===== src/rtl/serial_frame_rx.sv =====
module serial_frame_rx #(
  parameter int OSR = 16
) (
  input  logic       clk,
  input  logic       rst_n,
  input  logic       sync_mode,
  input  logic       sck_pol,
  input  logic [2:0] width_sel,
  input  logic       par_en,
  input  logic       par_odd,
  input  logic       os_tick,
  input  logic       sck,
  input  logic       rxd,
  output logic [8:0] rx_data,
  output logic       rx_valid,
  output logic       parity_err,
  output logic       frame_err
);

  localparam int CW  = $clog2(OSR);
  localparam int MID = OSR / 2 - 1;

  typedef enum logic [2:0] {S_IDLE, S_START, S_DATA, S_PAR, S_STOP} state_t;

  state_t          state;
  logic [1:0]      rxd_sync;
  logic [2:0]      sck_sync;
  logic [CW-1:0]   os_cnt;
  logic [3:0]      bit_idx;
  logic [8:0]      shreg;
  logic            par_acc;
  logic            par_bad;
  logic            armed;

  wire       rxd_s     = rxd_sync[1];
  wire       sck_rise  = sck_sync[1] & ~sck_sync[2];
  wire       sck_fall  = ~sck_sync[1] & sck_sync[2];
  wire       samp_edge = sck_pol ? sck_rise : sck_fall;
  wire [3:0] nbits     = (width_sel >= 3'd4) ? 4'd9 : {1'b0, width_sel} + 4'd5;
  wire       os_last   = (os_cnt == CW'(OSR - 1));
  wire       bit_step  = sync_mode ? samp_edge : (os_tick & os_last);
  wire [CW-1:0] os_next = os_last ? '0 : os_cnt + 1'b1;

  always_ff @(posedge clk or negedge rst_n) begin
    if (!rst_n) begin
      state      <= S_IDLE;
      rxd_sync   <= 2'b11;
      sck_sync   <= 3'b000;
      os_cnt     <= '0;
      bit_idx    <= '0;
      shreg      <= '0;
      par_acc    <= 1'b0;
      par_bad    <= 1'b0;
      armed      <= 1'b0;
      rx_data    <= '0;
      rx_valid   <= 1'b0;
      parity_err <= 1'b0;
      frame_err  <= 1'b0;
    end else begin
      rxd_sync <= {rxd_sync[0], rxd};
      sck_sync <= {sck_sync[1:0], sck};
      rx_valid <= 1'b0;

      if (state != S_IDLE && state != S_START && !sync_mode && os_tick)
        os_cnt <= os_next;

      case (state)
        S_IDLE: begin
          if (rxd_s) armed <= 1'b1;
          if (armed && !rxd_s) begin
            if (sync_mode && samp_edge) begin
              state   <= S_DATA;
              armed   <= 1'b0;
              bit_idx <= '0;
              par_acc <= 1'b0;
              par_bad <= 1'b0;
            end else if (!sync_mode && os_tick) begin
              state  <= S_START;
              armed  <= 1'b0;
              os_cnt <= '0;
            end
          end
        end

        S_START: begin
          if (os_tick) begin
            if (os_cnt == CW'(MID)) begin
              os_cnt <= '0;
              if (!rxd_s) begin
                state   <= S_DATA;
                bit_idx <= '0;
                par_acc <= 1'b0;
                par_bad <= 1'b0;
              end else begin
                state <= S_IDLE;
              end
            end else begin
              os_cnt <= os_cnt + 1'b1;
            end
          end
        end

        S_DATA: begin
          if (bit_step) begin
            shreg   <= {rxd_s, shreg[8:1]};
            par_acc <= par_acc ^ rxd_s;
            bit_idx <= bit_idx + 4'd1;
            if (bit_idx == nbits - 4'd1)
              state <= par_en ? S_PAR : S_STOP;
          end
        end

        S_PAR: begin
          if (bit_step) begin
            par_bad <= par_acc ^ rxd_s ^ par_odd;
            state   <= S_STOP;
          end
        end

        S_STOP: begin
          if (bit_step) begin
            rx_valid   <= 1'b1;
            rx_data    <= shreg >> (4'd9 - nbits);
            frame_err  <= ~rxd_s;
            parity_err <= par_en & par_bad;
            armed      <= rxd_s;
            state      <= S_IDLE;
          end
        end

        default: state <= S_IDLE;
      endcase
    end
  end

endmodule


===== config.mk =====
export PLATFORM = sky130hd
export DESIGN_NAME = serial_frame_rx
export DESIGN_NICKNAME = d
export VERILOG_FILES = /design/src/rtl/serial_frame_rx.sv
export SDC_FILE = /design/constraint.sdc
export NUM_CORES = 1
export LEC_CHECK = 0
export BUFFER_PORTS_ARGS = -buffer_cell sky130_fd_sc_hd__buf_2
export CAP_MARGIN = 10
export CORE_MARGIN = 5
export CORE_UTILIZATION = 55
export CTS_CLUSTER_DIAMETER = 30
export DETAILED_ROUTE_END_ITERATION = 12
export HOLD_SLACK_MARGIN = 0.02
export PLACE_DENSITY = 0.74
export SKIP_CTS_REPAIR_TIMING = 1
export SLEW_MARGIN = 20
export SYNTH_ARGS = -nofsm -noshare
export SYNTH_HDL_FRONTEND = slang
export SYNTH_SLANG_ARGS = --single-unit

===== constraint.sdc =====
create_clock -name clk -period 2.7 [get_ports clk]
set_input_delay 0.405 -clock clk [delete_from_list [all_inputs] [get_ports clk]]
set_output_delay 0.405 -clock clk [all_outputs]
set_load 0.03 [all_outputs]

==> metrics.md, run 1 <==
| Metric | Value |
|---|---|
| Status | finished, final reports clean |
| Setup Skew | roughly 0.004 ns |
| Clk Latency, worst-skew pair | 0.29 ns |
| Fin util | 64.0% |
| Tot Pwr | 1.91 mW |
| Cell area after layout | approximately 2600 µm² |
| CP peak stage delay | ~0.36 ns |
| Worst Tran Pin Value | ~0.88 ns |
| Pre-antenna DRT Iters | 4 |
| Die Y | 74.9 µm |
| Hold crit path type | in -> reg |
| Critical path cell sequence | buf_2 -> inv_1 -> ha_1 -> nand2b_1 -> ha_1 -> nor2b_1 -> mux2i_1 -> o221ai_1 -> xor2_1 -> a21oi_2 -> mux2_1 |
| Synth Area in Compound Gates | 17.7% |
| GRT overflow | 0 |
| Register area | 1000 µm² |
| Hold path cells | 1 |
| Post-synthesis register bit count | 40 |
| Pwr per Cell Area | 740 nW/µm² |
| Peak supply drop | 0.000421 V |
| Die X-Extent | 74.9 µm |
| Maximum clock rate | 0.429 GHz |
| Core ar. | roughly 4000 µm² |
| Crit path to | state[1] |
| Mux contribution to synthesized area | 8.86% |
| Starting Density | a little under three fifths |
| DR WL/cell | 13.6 µm |
| Post-synth EDFFs | 0 |
| Synth Area in Adders | 3.78% |
| Pin count of the biggest net entering global routing | 41 |
| Max-cap check violation count | 0 |
| RD Place Congestion | 0.887 |
| Placed standard-cell area | 2490 µm² |
| Row count | 23 |
| Slew headroom | 41.2% |
| Clock buffer depth | 2 |
| Top_reg_cell synth | dfrtp_1 |
| Synth Instances | 251 |
| Final nets | 298 |
| Layout area overhead | 11.3% |
| Final setup fails | 0 |
| First-pass GRT wire length | 7950 µm |
| CTS tree | yes |
| Layout cells sized above 1 | between 10% and 20% |
| Synthesized Nets | 270 |
| Reg2reg setup slack | around 0.63 ns |
| Cell area after synthesis | approximately 2300 µm² |
| Total die area | 5610 µm² |
| Most frequent CP cell | ha_1 |
| Syn_area_per_cell | 9.23 µm² |
| # DRC | 0 |
| 1st-iter DRT viols | between 100 and 150 |
| Sequential fraction of the synthesis area | a little over two fifths |
| Vias in the first global route | 1722 |
| Post-Synth Simple-Gate Area | 18.7% |
| Port Buf Inserts | 23 |
| CTS Sinks | 40 |
| H-tree level count | 2 |
| Crit end category | register |
| Main combinational cell family by area after synthesis | simple AND/OR/NAND/NOR gates |
| Vias/cell | 5.63 |
| DR vias | 1857 |
| Reg-to-Reg End | rx_data[5] |
| Synth async-reset ratio | 100% |
| Crit path required time | 2.88 ns |
| Clk root buf | clkbuf_8 |
| CP Data Arrival Time | around 2.5 ns |
| CP Launch Type | input port |
| Final Max Slew Viols | 0 |
| RSZ-0062 raised after global routing | no |
| Post-DP HPWL | 3280 µm |
| R2R depth | 6 |
| Detail Route Antenna Nets | 0 |
| Top-Level Pins | 24 |
| Worst r2r src | os_cnt[0] |
| Crit path from | width_sel[0] |
| Final Hold Vio Count | 0 |
| Diodes inserted | 0 |
| Initial antenna violation count | 0 |
| Area of the multi-input gates | between 1000 and 1500 µm² |
| Drt total wl | about 4500 µm |
| CTS clock-pin slew for the worst setup and hold paths | 0.07 ns |
| Min cycle time layout | 2.33 ns |
| CP Class | in -> reg |
| Final period util | 86.3% |
| Filler instances | 363 |
| Crit path max fanout | 4 |
| Total GRT Usage | ~19% |
| Setup TNS | 0 ns |
| Leakage | 1.26 nW |
| Slowest CP cell | mux2_1 |
| Synth Area in XOR/XNOR | between 3 and 4% |
| Inserted Clock Buffers | 5 |
| Yosys warning count | 0 |
| Cell variety after synth | 53 |
[routing by layer]
| metal | vias to the layer above | wire, µm | GRT usage, % |
|---|---|---|---|
| li1 | 936 | - | - |
| met1 | 872 | 2130 | 25.7 |
| met2 | 43 | 2010 | 27.9 |
| met3 | 6 | 272 | 4.54 |
| met4 | 0 | 78 | 7.71 |
| met5 | - | 0 | 0 |
[layout by cell type (no fill, tap or decap), types with 3 or more instances in the layout]
| cell type | synthesis | routed |
|---|---|---|
| nand2_1 | 55 | 55 |
| dfrtp_1 | 38 | 38 |
| buf_2 | 4 | 23 |
| o21ai_0 | 17 | 17 |
| inv_1 | 15 | 15 |
| nor2_1 | 14 | 14 |
| a21oi_1 | 11 | 11 |
| ha_1 | 7 | 7 |
| xnor2_1 | 6 | 6 |
| clkbuf_8 | 0 | 6 |
| buf_4 | 2 | 6 |
| nand2b_1 | 5 | 5 |
| nand3_1 | 5 | 5 |
| o21ai_1 | 4 | 4 |
| mux2i_1 | 4 | 4 |
| a22o_1 | 4 | 4 |
| o22ai_1 | 4 | 4 |
| o211ai_1 | 3 | 3 |
| nor2b_1 | 3 | 3 |
| o31ai_1 | 3 | 3 |
| mux2_1 | 3 | 3 |
| a31oi_1 | 3 | 3 |
| mux2_2 | 3 | 3 |
[cells in the mapped netlist (3+ instances only)]
| master | n | area (µm²) |
|---|---|---|
| a21oi_1 | 11 | 55.1 |
| mux2_2 | 3 | 33.8 |
| o31ai_1 | 3 | 22.5 |
| nor2_1 | 14 | 52.6 |
| xnor2_1 | 6 | 52.6 |
| a22o_1 | 4 | 35.0 |
| dfrtp_1 | 38 | 951 |
| o22ai_1 | 4 | 25.0 |
| ha_1 | 7 | 87.6 |
| o21ai_1 | 4 | 20.0 |
| mux2i_1 | 4 | 40.0 |
| nand2_1 | 55 | 206 |
| nand2b_1 | 5 | 31.3 |
| a31oi_1 | 3 | 18.8 |
| o21ai_0 | 17 | 85.1 |
| nor2b_1 | 3 | 18.8 |
| nand3_1 | 5 | 25.0 |
| buf_2 | 4 | 20.0 |
| inv_1 | 15 | 56.3 |
| o211ai_1 | 3 | 22.5 |
| mux2_1 | 3 | 33.8 |
[cell families (layout without fill, tap and decap cells)]
family | after synthesis | in the layout
AO/OA/AOI/OAI | 63 | 63
buffers and inverters | 23 | 52
AND/OR/NAND/NOR | 96 | 96
adder cells (fa/ha/maj) | 7 | 7
multiplexers | 14 | 14
XOR/XNOR | 8 | 8
flip-flops | 40 | 40
[how the worst min path moves through the flow]
stage,start,endpoint
after floorplan,rst_n,armed
after detailed placement,sck_sync[0],sck_sync[1]
after global routing,rxd,rxd_sync[0]
after CTS,rxd,rxd_sync[0]
after global placement,sck_sync[0],sck_sync[1]
final,rxd,rxd_sync[0]
[report_power, final]
part | internal [mW] | total, mW | switching (mW)
sequential | 0.705 | 0.849 | 0.144
combinational | 0.270 | 0.648 | 0.378
clock | 0.208 | 0.410 | 0.201
total | 1.18 | 1.91 | 0.724
[per-stage QoR]
| stage | instances | worst slack [ns] | hold slack [ns] |
|---|---|---|---|
| 2_1_floorplan | 251 | 0.0445 | 0.109 |
| 5_1_grt | 330 | 0.158 | 0.188 |
| 4_1_cts | 330 | 0.357 | 0.191 |
| 6_report | 330 | 0.370 | 0.204 |
| 3_3_place_gp | 322 | 0.147 | 0.332 |
| 3_5_place_dp | 322 | 0.0383 | 0.337 |
[sequential cells by signal, summed over array words and instances, names as in the netlist, 2 cells and up]
register,flops
sck_sync,3
os_cnt,4
rxd_sync,2
state,3
rx_data,9
shreg,9
bit_idx,4
[area by class of cell]
cell class | count | share of cell area, %
Timing Repair Buffer | 29 | 6.21
Clock buffer | 8 | 3.49
Multi-Input combinational cell | 188 | 46.8
Tap cell | 50 | 2.43
Inverter | 15 | 2.18
Sequential cell | 40 | 38.9
[critical path: cells and delay by family]
| kind | cells | cell delay (ns) |
|---|---|---|
| adders and majority gates | 2 | 0.51 |
| buffers and inverters | 2 | 0.18 |
| AOI/OAI and AO/OA | 2 | 0.36 |
| xor gates and xnor gates | 1 | 0.17 |
| and+or+nand+nor | 2 | 0.32 |
| muxes | 2 | 0.56 |
(Power assumes the default switching activity.)
==> run 2: changes to the inputs <==
--- a/config.mk
+++ b/config.mk
@@ -8,4 +8,5 @@
 export BUFFER_PORTS_ARGS = -buffer_cell sky130_fd_sc_hd__buf_2
 export CAP_MARGIN = 10
+export CORE_ASPECT_RATIO = 0.7
 export CORE_MARGIN = 5
 export CORE_UTILIZATION = 55
==> constraint.sdc (replaced) <==
create_clock -name clk -period 2.7 [get_ports clk]
set_input_delay 0.54 -clock clk [delete_from_list [all_inputs] [get_ports clk]]
set_output_delay 0.54 -clock clk [all_outputs]
set_load 0.03 [all_outputs]
==> metrics.md, run 2 (synthesis results as in run 1) <==
| Metric | Value |
|---|---|
| Status | finished, final reports clean |
| Min cycle time layout | 2.44 ns |
| Buf/Inv on CP | 2 |
| Maximum clock rate | 0.410 GHz |
| Drt total wl | 4900 µm |
| Total GRT Usage | 19.0% |
| CTS clock-pin slew for the worst setup and hold paths | 0.08 ns |
| Row count | 19 |
| DR vias | 1873 |
| Hold EP | sck_sync[1] |
| Vias/cell | 5.62 |
| Clk Latency, worst-skew pair | slightly below 0.3 ns |
| Core ar. | about 4000 µm² |
| Setup Skew | just over 0.008 ns |
| Final setup fails | 0 |
| Layout area overhead | 12.4% |
| # DRC | 0 |
| Port Buf Inserts | 23 |
| Peak supply drop | about 0.00054 V |
| H-tree level count | 2 |
| Total die area | about 5600 µm² |
| Diodes inserted | 0 |
| RSZ-0062 raised after global routing | no |
| Final Hold Vio Count | 0 |
| Starting Density | 58.0% |
| Die X-Extent | between 80 and 90 µm |
| CTS Sinks | 40 |
| Leakage | 1.27 nW |
| CP Data Arrival Time | around 2.6 ns |
| Tot Pwr | 1.92 mW |
| Clk root buf | clkbuf_8 |
| GRT overflow | 0 |
| Reg-to-Reg End | rx_data[5] |
| Slowest CP cell | mux2_1 |
| Vias in the first global route | roughly 1800 |
| Crit path required time | 2.87 ns |
| Pwr per Cell Area | 739 nW/µm² |
| Pre-antenna DRT Iters | 4 |
| 1st-iter DRT viols | around 190 |
| Detail Route Antenna Nets | 0 |
| Leading cell types in the layout, fill and taps excluded | nand2_1 (55), dfrtp_1 (38), buf_2 (23) |
| CTS tree | yes |
| CP Class | in -> reg |
| Final nets | around 300 |
| Hold path cells | 0 |
| CP peak stage delay | approximately 0.35 ns |
| Crit path max-delay family | adder cells |
| DR WL/cell | 14.7 µm |
| RD Place Congestion | 0.827 |
| Pin count of the biggest net entering global routing | slightly above 40 |
| Non-filler instance count after layout | 333 |
| Crit end category | register |
| Worst r2r src | os_cnt[0] |
| Top-Level Pins | 24 |
| Critical path cell sequence | buf_2 -> inv_1 -> ha_4 -> nand2b_1 -> ha_1 -> nor2b_2 -> mux2i_1 -> o221ai_1 -> xor2_1 -> a21oi_2 -> mux2_1 |
| Die Y | roughly 64 µm |
| Reg2reg setup slack | 0.59 ns |
| Final period util | 90.3% |
| Most common cell after layout, fill and taps aside | nand2_1 |
| Slew headroom | 39.6% |
| Crit path max fanout | 5 |
| # placed instances | 325 |
| Worst Tran Pin Value | 0.906 ns |
| Regs by FF count | rx_data (9), shreg (9) |
| Final Max Slew Viols | 0 |
| Max-cap check violation count | 0 |
| Clock buffer depth | 2 |
| First-pass GRT wire length | 8530 µm |
| Hold crit path type | reg -> reg |
| HP Start | sck_sync[0] |
| Layout cells sized above 1 | 18.9% |
| Initial antenna violation count | 0 |
| Post-DP HPWL | 3600 µm |
| CP Launch Type | input port |
| Inserted Clock Buffers | 5 |
| R2R depth | 6 |
run 2: changes by cell type in the layout (fill, tap and decap cells not counted):
cell and delta:
ha_1 -1, nor2b_1 -1, ha_4 +1, nor2b_2 +1, buf_4 +1
run 2: power breakdown:
part	leakage, nW	internal [mW]	switching (mW)
Sequential	0.531	0.705	0.150
Combinational	0.689	0.274	0.391
Clock	0.0455	0.208	0.195
Total	1.27	1.19	0.737
run 2: final cells by class:
cell class	count	area [µm²]
flip-flops and latches	40	1000
well taps	52	65.1
multi-input cells	188	1220
inverters	15	56.3
clock buffers	8	90.1
fillers	338	1390
repair buffers	30	168
run 2: worst max path at each step:
stage,startpoint,endpoint,slack (ns),cells after the start
2_1_floorplan,width_sel[0],state[0],0.03,12
3_3_place_gp,width_sel[0],state[1],0.06,11
3_5_place_dp,width_sel[0],state[0],-0.04,11
4_1_cts,width_sel[0],state[0],0.27,11
5_1_grt,width_sel[0],state[0],0.07,11
6_report,width_sel[0],state[0],0.26,11
run 2: through the flow:
| step | instance area [µm²] | utilization [%] | hold WS, ns | setup TNS, ns | worst slack [ns] |
|---|---|---|---|---|---|
| 6_report | 2600 | 65.2 | 0.351 | 0 | 0.263 |
| 5_1_grt | 2600 | 65.2 | 0.340 | 0 | 0.0742 |
| 4_1_cts | 2600 | 65.2 | 0.341 | 0 | 0.270 |
| 3_5_place_dp | 2510 | 62.9 | 0.338 | -0.0726 | -0.0393 |
| 3_3_place_gp | 2510 | 62.9 | 0.333 | 0 | 0.0570 |
| 2_1_floorplan | 2330 | - | 0.244 | 0 | 0.0331 |
run 2: worst reg2reg max path, delay by kind of cell, from the launching register on:
family / cells / cell delay, ns
and+or+nand+nor: 3 / 0.97
AOI/OAI and AO/OA: 2 / 0.44
DFF: 1 / 0.41
adders and majority gates: 1 / 0.22
run 2: routing by layer:
| layer | vias up | wire, µm | global-route usage, % |
|---|---|---|---|
| met2 | 45 | 2100 | 26.4 |
| li1 | 935 | - | - |
| met5 | - | 0 | 0 |
| met3 | 2 | 315 | 4.88 |
| met4 | 0 | 15 | 4.79 |
| met1 | 891 | 2470 | 29.3 |
==> run 3: changes to the inputs <==
- SETUP_SLACK_MARGIN: not set -> 0.3
==> metrics.md, run 3 (synthesis results as in run 1) <==
| Metric | Value |
|---|---|
| Status | finished, final reports clean |
| Net Sw Frac | 37.6% |
| Leakage | 1.29 nW |
| Slew headroom | 41.6% |
| CP peak stage delay | 0.33 ns |
| Crit path from | width_sel[0] |
| Seq pwr share | 43.3% |
| DR WL/cell | 14.4 µm |
| Vias/cell | 5.54 |
| Clk root buf | clkbuf_8 |
| Clk Latency, worst-skew pair | 0.29 ns |
| Worst Tran Pin Value | 0.876 ns |
| Regs by FF count | rx_data (9), shreg (9) |
| Pre-antenna DRT Iters | 4 |
| Placed standard-cell area | between 2000 and 3000 µm² |
| Inserted Clock Buffers | 5 |
| CTS clock-pin slew for the worst setup and hold paths | approximately 0.08 ns |
| # DRC | 0 |
| RD Place Congestion | 0.862 |
| Die X-Extent | 87.6 µm |
| GRT overflow | 0 |
| Layout area overhead | 16.3% |
| P_sw | 741 µW |
| Starting Density | approximately 58% |
| Diodes inserted | 0 |
| Leading cell types in the layout, fill and taps excluded | nand2_1 (55), dfrtp_1 (38), buf_2 (21) |
| Post-DP HPWL | 3520 µm |
| Row count | 19 |
| Pin count of the biggest net entering global routing | 41 |
| Clock share of power | 20.6% |
| Maximum clock rate | between 0.4 and 0.5 GHz |
| HP Start | sck_sync[0] |
| 1st-iter DRT viols | roughly 150 |
| Peak supply drop | 0.000425 V |
| CP Data Arrival Time | 2.49 ns |
| Port Buf Inserts | 23 |
| Clock buffer depth | 2 |
| Cell area after layout | ~2700 µm² |
| Detail Route Antenna Nets | 0 |
| Max-cap check violation count | 0 |
| DR vias | 1855 |
| Most frequent CP cell | ha_4 |
| H-tree level count | 2 |
| Worst r2r src | os_cnt[0] |
| CP Launch Type | input port |
| Reg2reg setup slack | 0.66 ns |
| Final nets | around 300 |
| Gate power share | 36.2% |
| CP Class | in -> reg |
| Layout cells sized above 1 | between 20% and 30% |
| # placed instances | 325 |
| Fin util | 67.4% |
| Total GRT Usage | 18.2% |
| Post-Place Worst Slack | -0.0528 ns |
| Final setup fails | 0 |
| Core ar. | 3990 µm² |
| Final period util | a little under nine tenths |
| Top-Level Pins | 24 |
| Min cycle time layout | 2.32 ns |
| Crit path max fanout | 4 |
| Slowest CP cell | mux2_4 |
| CTS tree | yes |
| Initial antenna violation count | 0 |
| Crit path required time | 2.88 ns |
| WHS | 0.351 ns |
| Int Pwr | approximately 1.2 mW |
| RSZ-0062 raised after global routing | no |
| Final Hold Vio Count | 0 |
| Total die area | 5630 µm² |
| Die Y | 64.3 µm |
| Most common cell after layout, fill and taps aside | nand2_1 |
| Setup Skew | 0.00867 ns |
| First-pass GRT wire length | 8060 µm |
| Non-filler instance count after layout | 335 |
| Final Max Slew Viols | 0 |
| Setup slack after layout | 0.382 ns |
| CTS Sinks | 40 |
| Vias in the first global route | approximately 1700 |
| Drt total wl | 4820 µm |
| Critical path cell sequence | buf_4 -> ha_4 -> or2_4 -> ha_4 -> nor2b_4 -> mux2i_1 -> o221ai_1 -> xor2_1 -> a21oi_2 -> mux2_4 |
| Pwr per Cell Area | 731 nW/µm² |
| Hold crit path type | reg -> reg |
| Crit end category | register |
-- run 3: cell count changes in the layout (fill, tap and decap cells not counted), sizes merged --
cell,previous run,this run
buf,30,32
-- run 3: layer usage --
metal / routed length, µm / track usage (%) / up-vias
met5: 0 / 0 / -
met4: 70 / 4.41 / 0
met3: 308 / 4.62 / 9
met2: 1940 / 25.9 / 46
met1: 2500 / 27.5 / 857
li1: - / - / 943
-- run 3: final timing paths --
kind / end / cells after the start
max: state[0] / 10
min: sck_sync[1] / 0
max reg2reg: rx_data[5] / 6
min reg2reg: sck_sync[1] / 0
max in group asynchronous: rx_data[5] / 1
min in group asynchronous: shreg[0] / 1
-- run 3: power by group through the flow --
stage                     clock [mW]  combinational, mW  sequential, mW
after global placement             0              0.641           0.856
after detailed placement           0              0.659           0.858
after floorplan                    0              0.532           0.819
after CTS                      0.418              0.661           0.846
after global routing           0.446              0.807           0.872
final                          0.405              0.712           0.852
-- run 3: layout make-up --
| cell class | count | area (µm²) |
|---|---|---|
| Multi-Input combinational cell | 188 | 1280 |
| Inverter | 15 | 61.3 |
| Clock buffer | 8 | 90.1 |
| Sequential cell | 40 | 1000 |
| Fill cell | 339 | 1300 |
| Timing Repair Buffer | 32 | 188 |
| Tap cell | 52 | 65.1 |
-- run 3: worst max-delay path: cells and delay by family --
| family | cells | cell delay (ns) |
|---|---|---|
| adders and majority gates | 2 | 0.34 |
| buffers and inverters | 1 | 0.15 |
| xor gates and xnor gates | 1 | 0.17 |
| muxes | 2 | 0.51 |
| AOI/OAI and AO/OA | 2 | 0.41 |
| and+or+nand+nor | 2 | 0.37 |
-- run 3: per-stage QoR --
step / TNS, ns / power (mW)
6_report: 0 / 1.97
3_5_place_dp: -0.127 / 1.52
2_1_floorplan: 0 / 1.35
5_1_grt: 0 / 2.13
3_3_place_gp: 0 / 1.50
4_1_cts: 0 / 1.92
